### src/rtl/fbp_pkg.sv
package fbp_pkg;
  typedef enum logic [1:0] {
    PH_IDLE = 2'd0,
    PH_ON   = 2'd1,
    PH_OFF  = 2'd2
  } phase_t;
endpackage

### src/rtl/fbp_on_timer.sv
// Counts high ticks of the current pulse and qualifies the current limit
// against the blanking window.
module fbp_on_timer #(
  parameter int TON_MAX = 6,
  parameter int TBLANK  = 2,
  localparam int CNTW   = $clog2(TON_MAX + 1)
) (
  input  logic            clk,
  input  logic            rst,
  input  logic            start,
  input  logic            active,
  input  logic            ocp,
  output logic [CNTW-1:0] cnt,
  output logic            at_max,
  output logic            oc_hit
);
  always_ff @(posedge clk) begin
    if (rst)
      cnt <= '0;
    else if (start)
      cnt <= CNTW'(1);
    else if (active && cnt != CNTW'(TON_MAX))
      cnt <= cnt + 1'b1;
  end

  assign at_max = active && (cnt == CNTW'(TON_MAX));

  generate
    if (TBLANK == 0) begin : g_noblank
      assign oc_hit = active && ocp;
    end else begin : g_blank
      assign oc_hit = active && ocp && (cnt > CNTW'(TBLANK));
    end
  endgenerate


  cnt_bound_chk: assert property (@(posedge clk) disable iff (rst)
    active |-> (cnt != '0 && cnt <= CNTW'(TON_MAX)));
endmodule

### src/rtl/fbp_off_timer.sv
// Holds the sampled low-interval span and signals its expiry.
module fbp_off_timer #(
  parameter int TOFF_MIN = 3,
  parameter int OFFW     = 4
) (
  input  logic            clk,
  input  logic            rst,
  input  logic            load,
  input  logic            active,
  input  logic [OFFW-1:0] len,
  output logic            expire
);
  logic [OFFW-1:0] span, cnt, span_d;

  assign span_d = (len < OFFW'(TOFF_MIN)) ? OFFW'(TOFF_MIN) : len;

  always_ff @(posedge clk) begin
    if (rst) begin
      span <= OFFW'(TOFF_MIN);
      cnt  <= '0;
    end else if (load) begin
      span <= span_d;
      cnt  <= OFFW'(1);
    end else if (active && cnt != span) begin
      cnt <= cnt + 1'b1;
    end
  end

  assign expire = active && (cnt == span);


  span_floor_chk: assert property (@(posedge clk) disable iff (rst)
    active |-> (span >= OFFW'(TOFF_MIN) && cnt != '0));


  span_hold_chk: assert property (@(posedge clk) disable iff (rst)
    (active && !load) |=> (span == $past(span)));
endmodule

### src/rtl/fbp_sequencer.sv
// Phase control, registered gate, strobe and duration report.
module fbp_sequencer
  import fbp_pkg::*;
#(
  parameter int TON_MAX = 6,
  parameter int TBLANK  = 2,
  localparam int CNTW   = $clog2(TON_MAX + 1)
) (
  input  logic            clk,
  input  logic            rst,
  input  logic            en,
  input  logic            fb_low,
  input  logic            ocp,
  input  logic [CNTW-1:0] on_cnt,
  input  logic            at_max,
  input  logic            oc_hit,
  input  logic            off_expire,
  output logic            start_on,
  output logic            end_on,
  output logic            in_on,
  output logic            in_off,
  output logic            gate,
  output logic            done,
  output logic [CNTW-1:0] on_ticks
);
  phase_t phase;
  logic   from_idle, rearm;

  always_comb begin
    from_idle = (phase == PH_IDLE);
    rearm     = (phase == PH_OFF) && off_expire;
    start_on  = en && fb_low && (from_idle || rearm);
    end_on    = en && (phase == PH_ON) && (at_max || oc_hit);
    in_on     = (phase == PH_ON);
    in_off    = (phase == PH_OFF);
  end

  always_ff @(posedge clk) begin
    if (rst) begin
      phase    <= PH_IDLE;
      gate     <= 1'b0;
      done     <= 1'b0;
      on_ticks <= '0;
    end else begin
      done <= 1'b0;
      if (!en) begin
        phase <= PH_IDLE;
        gate  <= 1'b0;
      end else if (start_on) begin
        phase <= PH_ON;
        gate  <= 1'b1;
      end else if (end_on) begin
        phase    <= PH_OFF;
        gate     <= 1'b0;
        done     <= 1'b1;
        on_ticks <= on_cnt;
      end else if (rearm) begin
        phase <= PH_IDLE;
      end
    end
  end


  launch_chk: assert property (@(posedge clk) disable iff (rst)
    (phase == PH_IDLE && en && fb_low) |=> gate);


  max_on_chk: assert property (@(posedge clk) disable iff (rst)
    (gate && on_cnt == CNTW'(TON_MAX)) |=> !gate);


  cut_chk: assert property (@(posedge clk) disable iff (rst)
    (gate && ocp && on_cnt > CNTW'(TBLANK)) |=> !gate);


  blank_chk: assert property (@(posedge clk) disable iff (rst)
    (gate && en && on_cnt <= CNTW'(TBLANK) && on_cnt != CNTW'(TON_MAX)) |=> gate);


  hold_low_chk: assert property (@(posedge clk) disable iff (rst)
    (phase == PH_OFF && !off_expire) |=> !gate);


  disable_chk: assert property (@(posedge clk) disable iff (rst)
    !en |=> (!gate && !done));


  strobe_chk: assert property (@(posedge clk) disable iff (rst)
    done |-> $fell(gate));


  strobe_once_chk: assert property (@(posedge clk) disable iff (rst)
    done |=> !done);
endmodule

### src/rtl/fbpulse_ctrl.sv
module fbpulse_ctrl #(
  parameter int TON_MAX  = 6,
  parameter int TBLANK   = 2,
  parameter int TOFF_MIN = 3,
  parameter int OFFW     = 4,
  localparam int CNTW    = $clog2(TON_MAX + 1)
) (
  input  logic            clk,
  input  logic            rst,
  input  logic            en,
  input  logic            fb_low,
  input  logic            ocp,
  input  logic [OFFW-1:0] off_len,
  output logic            gate,
  output logic            done,
  output logic [CNTW-1:0] on_ticks
);
  logic [CNTW-1:0] on_cnt;
  logic            at_max, oc_hit, off_expire;
  logic            start_on, end_on, in_on, in_off;

  fbp_on_timer #(.TON_MAX(TON_MAX), .TBLANK(TBLANK)) u_on (
    .clk    (clk),
    .rst    (rst),
    .start  (start_on),
    .active (in_on),
    .ocp    (ocp),
    .cnt    (on_cnt),
    .at_max (at_max),
    .oc_hit (oc_hit)
  );

  fbp_off_timer #(.TOFF_MIN(TOFF_MIN), .OFFW(OFFW)) u_off (
    .clk    (clk),
    .rst    (rst),
    .load   (end_on),
    .active (in_off),
    .len    (off_len),
    .expire (off_expire)
  );

  fbp_sequencer #(.TON_MAX(TON_MAX), .TBLANK(TBLANK)) u_seq (
    .clk        (clk),
    .rst        (rst),
    .en         (en),
    .fb_low     (fb_low),
    .ocp        (ocp),
    .on_cnt     (on_cnt),
    .at_max     (at_max),
    .oc_hit     (oc_hit),
    .off_expire (off_expire),
    .start_on   (start_on),
    .end_on     (end_on),
    .in_on      (in_on),
    .in_off     (in_off),
    .gate       (gate),
    .done       (done),
    .on_ticks   (on_ticks)
  );
endmodule

### config.mk
export PLATFORM = sky130hd
export DESIGN_NAME = fbpulse_ctrl
export DESIGN_NICKNAME = d
export VERILOG_FILES = /design/src/rtl/fbp_pkg.sv /design/src/rtl/fbp_on_timer.sv /design/src/rtl/fbp_off_timer.sv /design/src/rtl/fbp_sequencer.sv /design/src/rtl/fbpulse_ctrl.sv
export SDC_FILE = /design/constraint.sdc
export NUM_CORES = 1
export LEC_CHECK = 0
export ABC_AREA = 1
export BUFFER_PORTS_ARGS = -buffer_cell sky130_fd_sc_hd__clkbuf_2
export CORE_MARGIN = 8
export CORE_UTILIZATION = 48
export DETAILED_ROUTE_END_ITERATION = 7
export GPL_ROUTABILITY_DRIVEN = 0
export GPL_TIMING_DRIVEN = 0
export PLACE_DENSITY_LB_ADDON = 0.12
export SLEW_MARGIN = 0
export SYNTH_ARGS = -nofsm -noshare
export SYNTH_HDL_FRONTEND = slang
export SYNTH_SLANG_ARGS = --single-unit
### constraint.sdc
create_clock -name clk -period 1.2 [get_ports clk]
set_input_delay 0.12 -clock clk [delete_from_list [all_inputs] [get_ports clk]]
set_output_delay 0.12 -clock clk [all_outputs]
set_load 0.03 [all_outputs]
# Word level (Yosys, flattened, before mapping)
# Index checks and enable logic that the tools add are counted.
# classes
addsub,2
n_lt_le_gt_ge,2
eq_ne,6
n_mux,11
bitwise_logic,2
reduce_logical,24
# ops
operator,n
1-bit logical AND,11
1-bit 2-to-1 mux,8
2-bit nonzero test,4
2-bit OR reduction,3
"4-bit by 1-bit adder with 4-bit output, second input constant",1
4-bit equality test,1
"4-bit by 2-bit less-than comparator with 1-bit output, second input constant",1
2-bit 2-to-1 mux,2
4-bit 2-to-1 mux,1
4-bit != test,1
"3-bit by 1-bit adder with 3-bit output, second input constant",1
"3-bit equality test, second input constant",1
"3-bit by 2-bit greater-than comparator with 1-bit output, second input constant",1
"3-bit != test, second input constant",1
3-bit AND reduction,1
3-bit nonzero test,1
3-bit OR reduction,1
"2-bit by 1-bit equality test with 1-bit output, second input constant",1
"2-bit equality test, second input constant",1
2-bit logical NOT,1
1-bit logical OR,2
1-bit inverter,2
# totals
register_bits,18
wordCells,57

# Longest topological paths before layout
# Gate-level depths: netlist (run 1).
# depth
ltp_word,7
ltp_mapped,9

# By module
# Synthesis (run 1) repeated with hierarchy kept, for this count alone.
# hier_totals
hier_cells,148
area_unflattened_um2,972.2
# modules_own_cells
mod,n_inst,cells_each,area_per_inst_um2
fbp_off_timer,1,66,435.4
fbp_sequencer,1,50,326.6
fbp_on_timer,1,32,210.2

# Least setup slack after synthesis (run 1)
# Ideal clock, no wire load.
# synth_path
kind,reg-to-reg
startpoint,register u_on.cnt[0]
endpoint,register u_off.span[0]
setup_time_ps,132
arrival_ps,1153
required_ps,1068
setup_slack_ps,-86
path_stages_with_launch,9
n_path_buf,0
period_less_slack_ps,1286
path_cell_list,dfxtp_1 -> inv_1 -> ha_1 -> nor2_1 -> nor2_2 -> nand2_4 -> clkinv_4 -> o21ai_1 -> o211ai_1
# synth_via
elab_chain_cells,4
# synth_lines
item,line_no,text
from (decl),fbp_on_timer.sv:13,"output logic [CNTW-1:0] cnt,"
from (signal assigned),fbp_on_timer.sv:23,cnt <= cnt + 1'b1;
3-bit by 2-bit greater-than comparator with 1-bit output / 3-bit equality test (equally long branches),"fbp_on_timer.sv:32, fbp_on_timer.sv:26",
"1-bit logical AND, on equally long branches","fbp_on_timer.sv:32, fbp_on_timer.sv:26",
1-bit logical OR (*),fbp_sequencer.sv:33,end_on = en && (phase == PH_ON) && (at_max || oc_hit);
1-bit logical AND (*),fbp_sequencer.sv:33,
to (signal assigned),fbp_off_timer.sv:19,span <= OFFW'(TOFF_MIN);
to (signal assigned),fbp_off_timer.sv:22,span <= span_d;
to (decl),fbp_off_timer.sv:13,"logic [OFFW-1:0] span, cnt, span_d;"
# Mark *: on every way between the ends. The rest lies on a longest branch, timed or not.
# A chain may end at the register's enable or synchronous reset.

# Final worst setup path (run 1)
# layout_path
startpoint,register u_on.cnt[0]
endpoint,register u_off.span[2]
# The elaborated chain is that of the path after synthesis.

==> out/metrics.yaml, run 1 <==
logic_synthesis:
  syn_nets: 134
  synth_top_area_share_pct: 39.51
  ys_seq_area_share_pct: 39.51
  yosys_warnings: 0
  ys_ff_latch: 18
  yosysTopAreaCell: "dfxtp_1"
  synthTopCellsByArea: "dfxtp_1, nand2_1, inv_1"
  avgSynthCellArea_um2: 7.476
  synth_cell_types: 22
  syn-instance-count: 122
  netlist_area_um2: 912.1
clock_tree:
  cts_tree: "done"
  cts_buffers: 3
  cts.sinks: 18
  clockRootBuffer: "clkbuf_4"
  clockBufferDepth: 2
  clk_latency_ns: 0.30
  cts_max_level: 1
  hold_buffers: 0
  clkTransAtPathRegs_ns: 0.10
drt:
  dr.pass1.iters: 4
  drc: 0
  antenna_left: 0
  first_iter_violations: 7
  wl_per_cell_um: 12.45
  route.final.wire_length_um: 2178
  via_count: 842
  drt-vias-per-instance: 4.811
cells_and_area:
  multiInputGateArea_um2: 588.1
  area_growth_syn_to_layout_pct: 39.64
  design_area_um2: 1274
  final_util_pct: 72.20
  stdcell_count: 175
  final_common_cell: "nand2_1"
  final_nets: 163
  layout_common_cells: "nand2_1, inv_1, clkbuf_2, a21oi_2, dfxtp_1"
  num_antenna_cells: 0
  seq_area_um2: 377.9
  n_fill_cell: 145
  layout-drive-gt1-share_pct: 50.67
power:
  sw_frac_of_total_pct: 24.16
  p_clk_share_pct: 35.2
  p_int_uw: 826.4
  p_switching_uw: 263.2
  pwr-share-comb_pct: 9.6
  power_density_nw_per_um2: 855.5
  p_leak_uw: 0.0005439
  p_seq_share_pct: 55.2
  vdd_drop_max_mv: 0.9344
min_path:
  hold_class: "in -> reg"
floorplanning:
  start_util_pct: 51.70
  io_pins: 14
  coreArea_um2: 1764
  rows: 15
  die_y_um: 59.59
  die_area_um2: 3551
  fp.dieW_um: 59.59
sta:
  slew_headroom_pct: 70.98
  tns_ns: -0.5334
  setup_ws_ns: -0.08813
  hold_viol_final: 0
  rsz0062_at_grt: "yes"
  period_share_pct: 107.3
  skew_ns: 0.003900
  setup_viol: 13
  timing.fmax_ghz: 0.7763
  fin_crit_ns: 1.288
  tightest_slew_ns: 0.4349
  slew_violations: 0
place:
  dp.cells: 160
  detailed_place_hpwl_um: 1336
  portBuffers: 13
  place_area_um2: 1025
setup_path:
  cp.arrival_ns: 1.53
  r2r_end: "u_off.span[2]"
  cp_data_required_time_ns: 1.44
  endpoint: "u_off.span[2]"
  crit_type: "reg -> reg"
  rr_startpoint: "u_on.cnt[0]"
  start_kind: "flip-flop"
  startpoint: "u_on.cnt[0]"
  cp-end-kind: "flip-flop"
  r2r_cells: 8
  r2r_slack_ns: -0.09
  worstPathMaxFanout: 7
global_route:
  grt_pass1_vias: 846
  grt-ovfl-total: 0
  antenna_found_initial: 0
  grt_util_all_layers_pct: 13.85
  grt_max_degree: 11
  grt_pass1_wl_um: 3622
status:
  violations: "negative setup slack"
  status: "complete, but fails checks"
flow_run:
  cap_violations: 0
power by group through the flow:
stage / clock network, uW / registers (uW) / logic (uW)
after floorplan: 0 / 625 / 39.3
after global placement: 0 / 624 / 67.7
after detailed placement: 0 / 624 / 68.2
after CTS: 390 / 604 / 92.6
after global routing: 416 / 603 / 113
final: 383 / 602 / 105
critical path, cell delays in order (launching register included):
cell and delay [ns]:
dfxtp_2 0.35, inv_2 0.05, ha_4 0.17, nor2_4 0.11
nor2_4 0.05, nand2_4 0.15, buf_6 0.16, o21ai_2 0.05
a21oi_1 0.14
cell type report:
class	count	share of cell area (%)
multi-input cells	85	46.17
clock buffers	4	2.849
flip-flops and latches	18	29.67
inverters	19	6.582
repair inverters	1	0.6876
repair buffers	23	11.59
well taps	25	2.456
cells in the mapped netlist (all sizes together):
master,count
nand2,32
dfxtp,18
inv,18
nor2,15
a21oi,13
nand3,8
o21ai,7
ha,3
xor2,3
o211ai,2
clkinv,1
o21bai,1
xnor2,1
worst min path at each step:
| stage | depth (start not counted) | from | slack (ns) | endpoint |
|---|---|---|---|---|
| floorplan | 1 | rst | 0.18 | u_on.cnt[0] |
| global route | 2 | rst | 0.02 | u_seq.on_ticks[2] |
| finish | 2 | rst | 0.03 | u_off.cnt[0] |
| detailed placement | 2 | rst | 0.35 | u_seq.on_ticks[2] |
| CTS | 2 | rst | 0.03 | u_seq.on_ticks[2] |
| global placement | 2 | rst | 0.35 | u_seq.on_ticks[2] |
what timing repair did:
item,in CTS,in global routing
gates resized for setup,27,11
gates cloned,1,0
pin swaps,6,3
endpoints found under the setup margin,18,18
buffers inserted,9,1
flip-flops by register name (all words and copies together), names as in the netlist:
register / cells
u_on.cnt: 3
u_seq.phase: 2
u_seq.done: 1
u_seq.gate: 1
u_off.cnt: 4
u_seq.on_ticks: 3
u_off.span: 4
metrics by stage:
step | power (uW) | worst slack [ns] | hold WS (ns)
2_1_floorplan | 664.6 | 0.01222 | 0.1817
3_3_place_gp | 691.3 | -0.1005 | 0.3520
3_5_place_dp | 691.8 | -0.1158 | 0.3520
4_1_cts | 1087 | -0.03802 | 0.03466
5_1_grt | 1132 | -0.1374 | 0.02212
6_report | 1090 | -0.08813 | 0.03175
logic make-up after synthesis:
| family | share of synthesized area [%] |
|---|---|
| adder cells (fa/ha/maj) | 4.116 |
| AO/OA/AOI/OAI | 15.50 |
| flip-flops | 39.51 |
| AND/OR/NAND/NOR | 28.67 |
| buffers and inverters | 8.367 |
| XOR/XNOR | 3.842 |
metal layers:
layer	global-route usage, %	wire [um]	share of wire (%)	up-vias
li1	-	-	-	443
met1	14.37	979	45	383
met2	22.80	1064	49	12
met3	4.338	72	3.3	4
met4	10.20	61	2.8	0
met5	0	0	0	-
Note: power is estimated with default switching activity, not from simulation.
==> run 2: changes to the inputs <==
--- a/config.mk
+++ b/config.mk
@@ -12,6 +12,7 @@
 export DETAILED_ROUTE_END_ITERATION = 7
 export GPL_ROUTABILITY_DRIVEN = 0
 export GPL_TIMING_DRIVEN = 0
+export HOLD_SLACK_MARGIN = 0.08
 export PLACE_DENSITY_LB_ADDON = 0.12
 export SLEW_MARGIN = 0
 export SYNTH_ARGS = -nofsm -noshare
==> run 2 against run 1 <==
- the run still ends with negative setup slack left
- global-route usage fell by 0.31 points
- worst hold slack improved by 0.056 ns
- worst setup slack improved by 0.0057 ns
==> out/metrics.yaml, run 2 (synthesis gave the netlist of run 1 again) <==
min_path:
  hp-start: "off_len[0]"
  hold_class: "in -> reg"
  hold_depth: 3  # +1
  holdPathEnd: "u_off.span[0]"
cells_and_area:
  top_regs: "u_off.cnt x4, u_off.span x4"
  n_fill_cell: 135  # -6.9%
  design_area_um2: 1326  # +4.1%
  area_growth_syn_to_layout_pct: 45.40
  final_common_cell: "nand2_1"
  layout_common_cells: "nand2_1, inv_1, clkbuf_2, buf_4, a21oi_2"
  num_antenna_cells: 0  # unchanged
  final_nets: 168  # +3.1%
  layout-drive-gt1-share_pct: 52.90  # +2.2 points
floorplanning:
  die_y_um: 59.59  # unchanged
  die_area_um2: 3551  # unchanged
  coreArea_um2: 1764  # unchanged
  fp.dieW_um: 59.59  # unchanged
  start_util_pct: 51.70  # unchanged
  io_pins: 14  # unchanged
  rows: 15  # unchanged
setup_path:
  crit_type: "reg -> reg"
  cp-end-kind: "flip-flop"
  worstPathMaxFanout: 7  # unchanged
  rr_startpoint: "u_on.cnt[0]"
  cp.arrival_ns: 1.51  # -0.02 ns
  start_kind: "flip-flop"
  r2r_end: "u_off.span[2]"
  startpoint: "u_on.cnt[0]"
  r2r_cells: 8  # unchanged
  r2r_slack_ns: -0.08  # about the same
  cp_data_required_time_ns: 1.43  # about the same
clock_tree:
  cts_buffers: 3  # unchanged
  cts_tree: "done"
  cts.sinks: 18  # unchanged
  clkTransAtPathRegs_ns: 0.11  # about the same
  clockBufferDepth: 2  # unchanged
  clk_latency_ns: 0.30  # about the same
  clockRootBuffer: "clkbuf_4"
  cts_max_level: 1  # unchanged
status:
  violations: "negative setup slack"
  status: "complete, but fails checks"
global_route:
  grt-ovfl-total: 0  # unchanged
  grt_util_all_layers_pct: 13.54  # -0.31 points
  grt_pass1_vias: 879  # +3.9%
  antenna_found_initial: 0  # unchanged
  grt_pass1_wl_um: 3615  # -0.19%
  grt_max_degree: 11  # unchanged
sta:
  period_share_pct: 106.9  # -0.48 points
  slew_violations: 0  # unchanged
  hold_viol_final: 0  # unchanged
  setup_ws_ns: -0.08240  # +0.005734 ns
  tightest_slew_ns: 0.3938  # -0.04104 ns
  fin_crit_ns: 1.282  # -0.005734 ns
  rsz0062_at_grt: "yes"
  skew_ns: 0.003602  # -0.0002972 ns
  slew_headroom_pct: 73.72  # +2.7 points
  setup_viol: 13  # unchanged
  timing.fmax_ghz: 0.7798  # +0.45%
power:
  p_leak_uw: 0.0005661  # +4.1%
  finalPower_uw: 1089  # -0.10%
  power_density_nw_per_um2: 820.8  # -4.1%
  vdd_drop_max_mv: 0.8826  # -5.5%
flow_run:
  cap_violations: 0  # unchanged
place:
  portBuffers: 13  # unchanged
  detailed_place_hpwl_um: 1336  # unchanged
  place_area_um2: 1025  # unchanged
drt:
  drc: 0  # unchanged
  antenna_left: 0  # unchanged
  wl_per_cell_um: 12.28  # -1.3%
  first_iter_violations: 16  # +9
  via_count: 878  # +4.3%
  dr.pass1.iters: 4  # unchanged
  route.final.wire_length_um: 2210  # +1.5%
  drt-vias-per-instance: 4.878  # +1.4%
==> run 2: changes by cell type in the layout (fill, tap and decap cells not counted), sizes merged <==
cell	delta
buf	+3
dlygate4sd3	+2
==> run 2: per-layer routing <==
metal	routed length, um	share of wire, %	up-vias	GRT usage [%]
met1	949	43	401	13.64
met3	59	2.7	10	3.905
met4	88	4.0	0	10.20
li1	-	-	453	-
met2	1112	50	14	22.96
met5	0	0	-	0
==> run 2: worst max path at each step <==
stage / to / slack, ns / depth (start not counted)
final: u_off.span[2] / -0.08 / 8
after global routing: u_seq.phase[0] / -0.12 / 8
after CTS: u_seq.on_ticks[2] / -0.04 / 8
after detailed placement: u_off.span[0] / -0.12 / 8
after global placement: u_off.span[0] / -0.10 / 8
after floorplan: u_off.span[0] / 0.01 / 8
==> run 2: where the power goes <==
group          switching [uW]  internal (uW)
Clock                     194            185
Sequential               4.32            598
Combinational            61.1           46.9
==> run 2: final cells by class <==
| type | instances | area (um^2) | area share [%] |
|---|---|---|---|
| clock buffer | 4 | 36.28 | 2.736 |
| inverter | 19 | 83.83 | 6.321 |
| multi-input combinational | 85 | 595.6 | 44.91 |
| sequential | 18 | 380.4 | 28.68 |
| tap | 25 | 31.28 | 2.358 |
| timing repair buffer | 28 | 190.2 | 14.34 |
| timing repair inverter | 1 | 8.758 | 0.6604 |
==> run 2: stage by stage <==
stage / utilization, % / setup slack, ns / std cells / setup TNS [ns] / hold WS (ns)
2_1_floorplan: - / 0.01222 / 122 / 0 / 0.1817
3_3_place_gp: 58.09 / -0.1005 / 160 / -0.7689 / 0.3520
3_5_place_dp: 58.09 / -0.1158 / 160 / -1.017 / 0.3520
4_1_cts: 70.64 / -0.03802 / 176 / -0.2345 / 0.08516
5_1_grt: 75.18 / -0.1240 / 180 / -1.361 / 0.09127
6_report: 75.18 / -0.08240 / 180 / -0.4703 / 0.08775
==> run 2: critical path, cell delays in order, from the launching register on <==
cell and delay (ns):
dfxtp_2 0.35, inv_2 0.05, ha_4 0.17, nor2_4 0.10, nor2_4 0.04, nand2_4 0.15, buf_6 0.16, o21ai_2 0.05
a21oi_1 0.14
==> run 2: what timing repair did <==
item,4_1_cts,5_1_grt
setup buffers,9,4
endpoints found under the hold margin,4,0
gates cloned,1,0
endpoints found under the setup margin,18,18
hold buffers,2,0
pin swaps,6,5
gates resized for setup,27,15
==> run 3: changes to the inputs <==
--- a/config.mk
+++ b/config.mk
@@ -14,6 +14,7 @@
 export GPL_TIMING_DRIVEN = 0
 export HOLD_SLACK_MARGIN = 0.08
 export PLACE_DENSITY_LB_ADDON = 0.12
+export REMOVE_ABC_BUFFERS = 1
 export SLEW_MARGIN = 0
 export SYNTH_ARGS = -nofsm -noshare
 export SYNTH_HDL_FRONTEND = slang
==> run 3 against run 2 <==
- the flow still finishes with violations (negative setup slack)
- via count is 0.46% lower
- sequential share of layout area is 0.30 points higher
- sequential power barely moved
- die area stayed put
- register-to-register slack improved by 0.04 ns
- routed wire length is 0.90% lower
- worst hold slack improved by 0.027 ns
- utilization decreased by 1.3 points
- fmax up 2.8%
- sequential cell count unchanged
- critical path type unchanged
- largest power group unchanged
==> out/metrics.yaml, run 3 (synthesis gave the netlist of run 1 again) <==
sta:
  skew_ns: 0.002222  # -0.001380 ns
  rsz0062_at_grt: "yes"
  setup_ws_ns: -0.04705  # +0.03535 ns
  tightest_slew_ns: 0.2780  # -0.1158 ns
  hold_ws_ns: 0.1143  # +0.02651 ns
  slew_headroom_pct: 81.44  # +7.7 points
  setup_viol: 12  # -1
  period_share_pct: 103.9  # -2.9 points
  hold_viol_final: 0  # unchanged
  fin_crit_ns: 1.247  # -0.03535 ns
  timing.fmax_ghz: 0.8019  # +2.8%
  slew_violations: 0  # unchanged
  tns_ns: -0.2319  # +0.2384 ns
drt:
  antenna_left: 0  # unchanged
  first_iter_violations: 21  # +5
  route.final.wire_length_um: 2190  # -0.90%
  wl_per_cell_um: 12.23  # -0.35%
  dr.pass1.iters: 4  # unchanged
  drt-vias-per-instance: 4.883  # +0.10%
  via_count: 874  # -0.46%
  drc: 0  # unchanged
power:
  p_seq_share_pct: 59.7  # +4.4 points
  p_clk_share_pct: 28.6  # -6.2 points
  p_int_uw: 769.2  # -7.3%
  sw_frac_of_total_pct: 23.91  # +0.11 points
  pwr-share-comb_pct: 11.7  # +1.8 points
  p_leak_uw: 0.0005628  # -0.58%
  power_density_nw_per_um2: 775.4  # -5.5%
  p_switching_uw: 241.7  # -6.7%
  vdd_drop_max_mv: 0.6531  # -26%
min_path:
  hp-start: "off_len[2]"
  holdPathEnd: "u_off.span[2]"
  hold_depth: 3  # unchanged
  hold_class: "in -> reg"
status:
  violations: "negative setup slack"
  status: "complete, but fails checks"
setup_path:
  cp.arrival_ns: 1.43  # -0.08 ns
  r2r_cells: 8  # unchanged
  startpoint: "u_on.cnt[0]"
  crit_path_max_incr_delay_ns: 0.33  # -0.02 ns
  cp-end-kind: "flip-flop"
  rr_startpoint: "u_on.cnt[0]"
  r2r_end: "u_off.span[2]"
  critPathTopFamily: "flip-flops"
  worst-path-buf-inv: 2  # unchanged
  cp.depth: 8  # unchanged
  r2r_slack_ns: -0.05  # +0.04 ns
  crit_type: "reg -> reg"
  crit_top_cell: "nor2_4"
  slowest_stage: "dfxtp_2"
  worstPathMaxFanout: 5  # -2
  cp_cell_sequence: "inv_2, ha_4, nor2_4, nor2_4, nand2_4, buf_6, o21ai_2, a21oi_1"
  cp_data_required_time_ns: 1.39  # -0.04 ns
  start_kind: "flip-flop"
cells_and_area:
  seq_area_um2: 377.9  # -0.66%
  multiInputGateArea_um2: 595.6  # unchanged
  stdcell_count: 179  # -0.56%
  final_util_pct: 73.90  # -1.3 points
  layout_common_cells: "nand2_1, inv_1, clkbuf_2, buf_4, nor2_1"
  final_nets: 168  # unchanged
  design_area_um2: 1304  # -1.7%
  layout-drive-gt1-share_pct: 50.65  # -2.3 points
  area_growth_syn_to_layout_pct: 42.94
  num_antenna_cells: 0  # unchanged
  top_regs: "u_off.cnt x4, u_off.span x4"
  final_common_cell: "nand2_1"
  n_fill_cell: 141  # +4.4%
floorplanning:
  io_pins: 14  # unchanged
  die_area_um2: 3551  # unchanged
  coreArea_um2: 1764  # unchanged
  rows: 15  # unchanged
  fp.dieW_um: 59.59  # unchanged
  die_y_um: 59.59  # unchanged
  start_util_pct: 51.70  # unchanged
global_route:
  grt_util_all_layers_pct: 12.70  # -0.84 points
  antenna_found_initial: 0  # unchanged
  grt-ovfl-total: 0  # unchanged
  grt_max_degree: 11  # unchanged
  grt_pass1_vias: 876  # -0.34%
  grt_pass1_wl_um: 3560  # -1.5%
clock_tree:
  clkTransAtPathRegs_ns: 0.10  # about the same
  clk_latency_ns: 0.28  # -0.02 ns
  cts_max_level: 1  # unchanged
  clockBufferDepth: 2  # unchanged
  cts_tree: "done"
  cts_buffers: 3  # unchanged
  cts.sinks: 18  # unchanged
  clockRootBuffer: "clkbuf_4"
place:
  dp.cells: 160  # unchanged
  portBuffers: 13  # unchanged
  place_area_um2: 1008  # -1.6%
  detailed_place_hpwl_um: 1362  # +2.0%
flow_run:
  cap_violations: 0  # unchanged
-- run 3: metrics by stage --
| stage | total power [uW] | setup slack, ns |
|---|---|---|
| after floorplan | 660.3 | -0.08571 |
| after global placement | 686.5 | -0.2333 |
| after detailed placement | 687.8 | -0.2463 |
| after CTS | 1007 | -0.04141 |
| after global routing | 1056 | -0.1236 |
| final | 1011 | -0.04705 |
-- run 3: layer usage --
layer  vias to the layer above  part of all wire [%]  track usage, %
li1                        451                     -               -
met1                       399                    43           14.72
met2                        22                    51           22.34
met3                         2                   4.8           2.603
met4                         0                  0.64           4.082
met5                         -                     0               0
-- run 3: repair_timing --
item / CTS / global route
hold buffers: 3 / 0
endpoints found under the hold margin: 5 / 0
gates resized for setup: 21 / 22
cloned: 1 / 0
endpoints found under the setup margin: 18 / 18
setup buffers: 7 / 5
pin swaps: 5 / 9
-- run 3: cell type report --
| type | instances | area share, % |
|---|---|---|
| timing repair buffer | 28 | 14.49 |
| sequential | 18 | 28.98 |
| multi-input combinational | 86 | 45.68 |
| clock buffer | 3 | 1.727 |
| inverter | 19 | 6.718 |
| tap | 25 | 2.399 |
-- run 3: worst min-delay path: stages --
cell,delay [ns]
clkbuf_2,0.10
o21ai_2,0.05
a21oi_1,0.10
-- run 3: worst max path at each step --
| stage | end | slack (ns) |
|---|---|---|
| 2_1_floorplan | u_off.span[0] | -0.09 |
| 3_3_place_gp | u_off.span[0] | -0.23 |
| 3_5_place_dp | u_off.span[0] | -0.25 |
| 4_1_cts | u_off.span[2] | -0.04 |
| 5_1_grt | u_off.span[2] | -0.12 |
| 6_report | u_off.span[2] | -0.05 |
-- run 3: power by group through the flow --
stage	registers (uW)	clock network, uW	logic [uW]
final	604	289	118
after global routing	605	323	128
after CTS	606	306	94.5
after detailed placement	622	0	65.4
after global placement	622	0	64.3
after floorplan	624	0	36.3
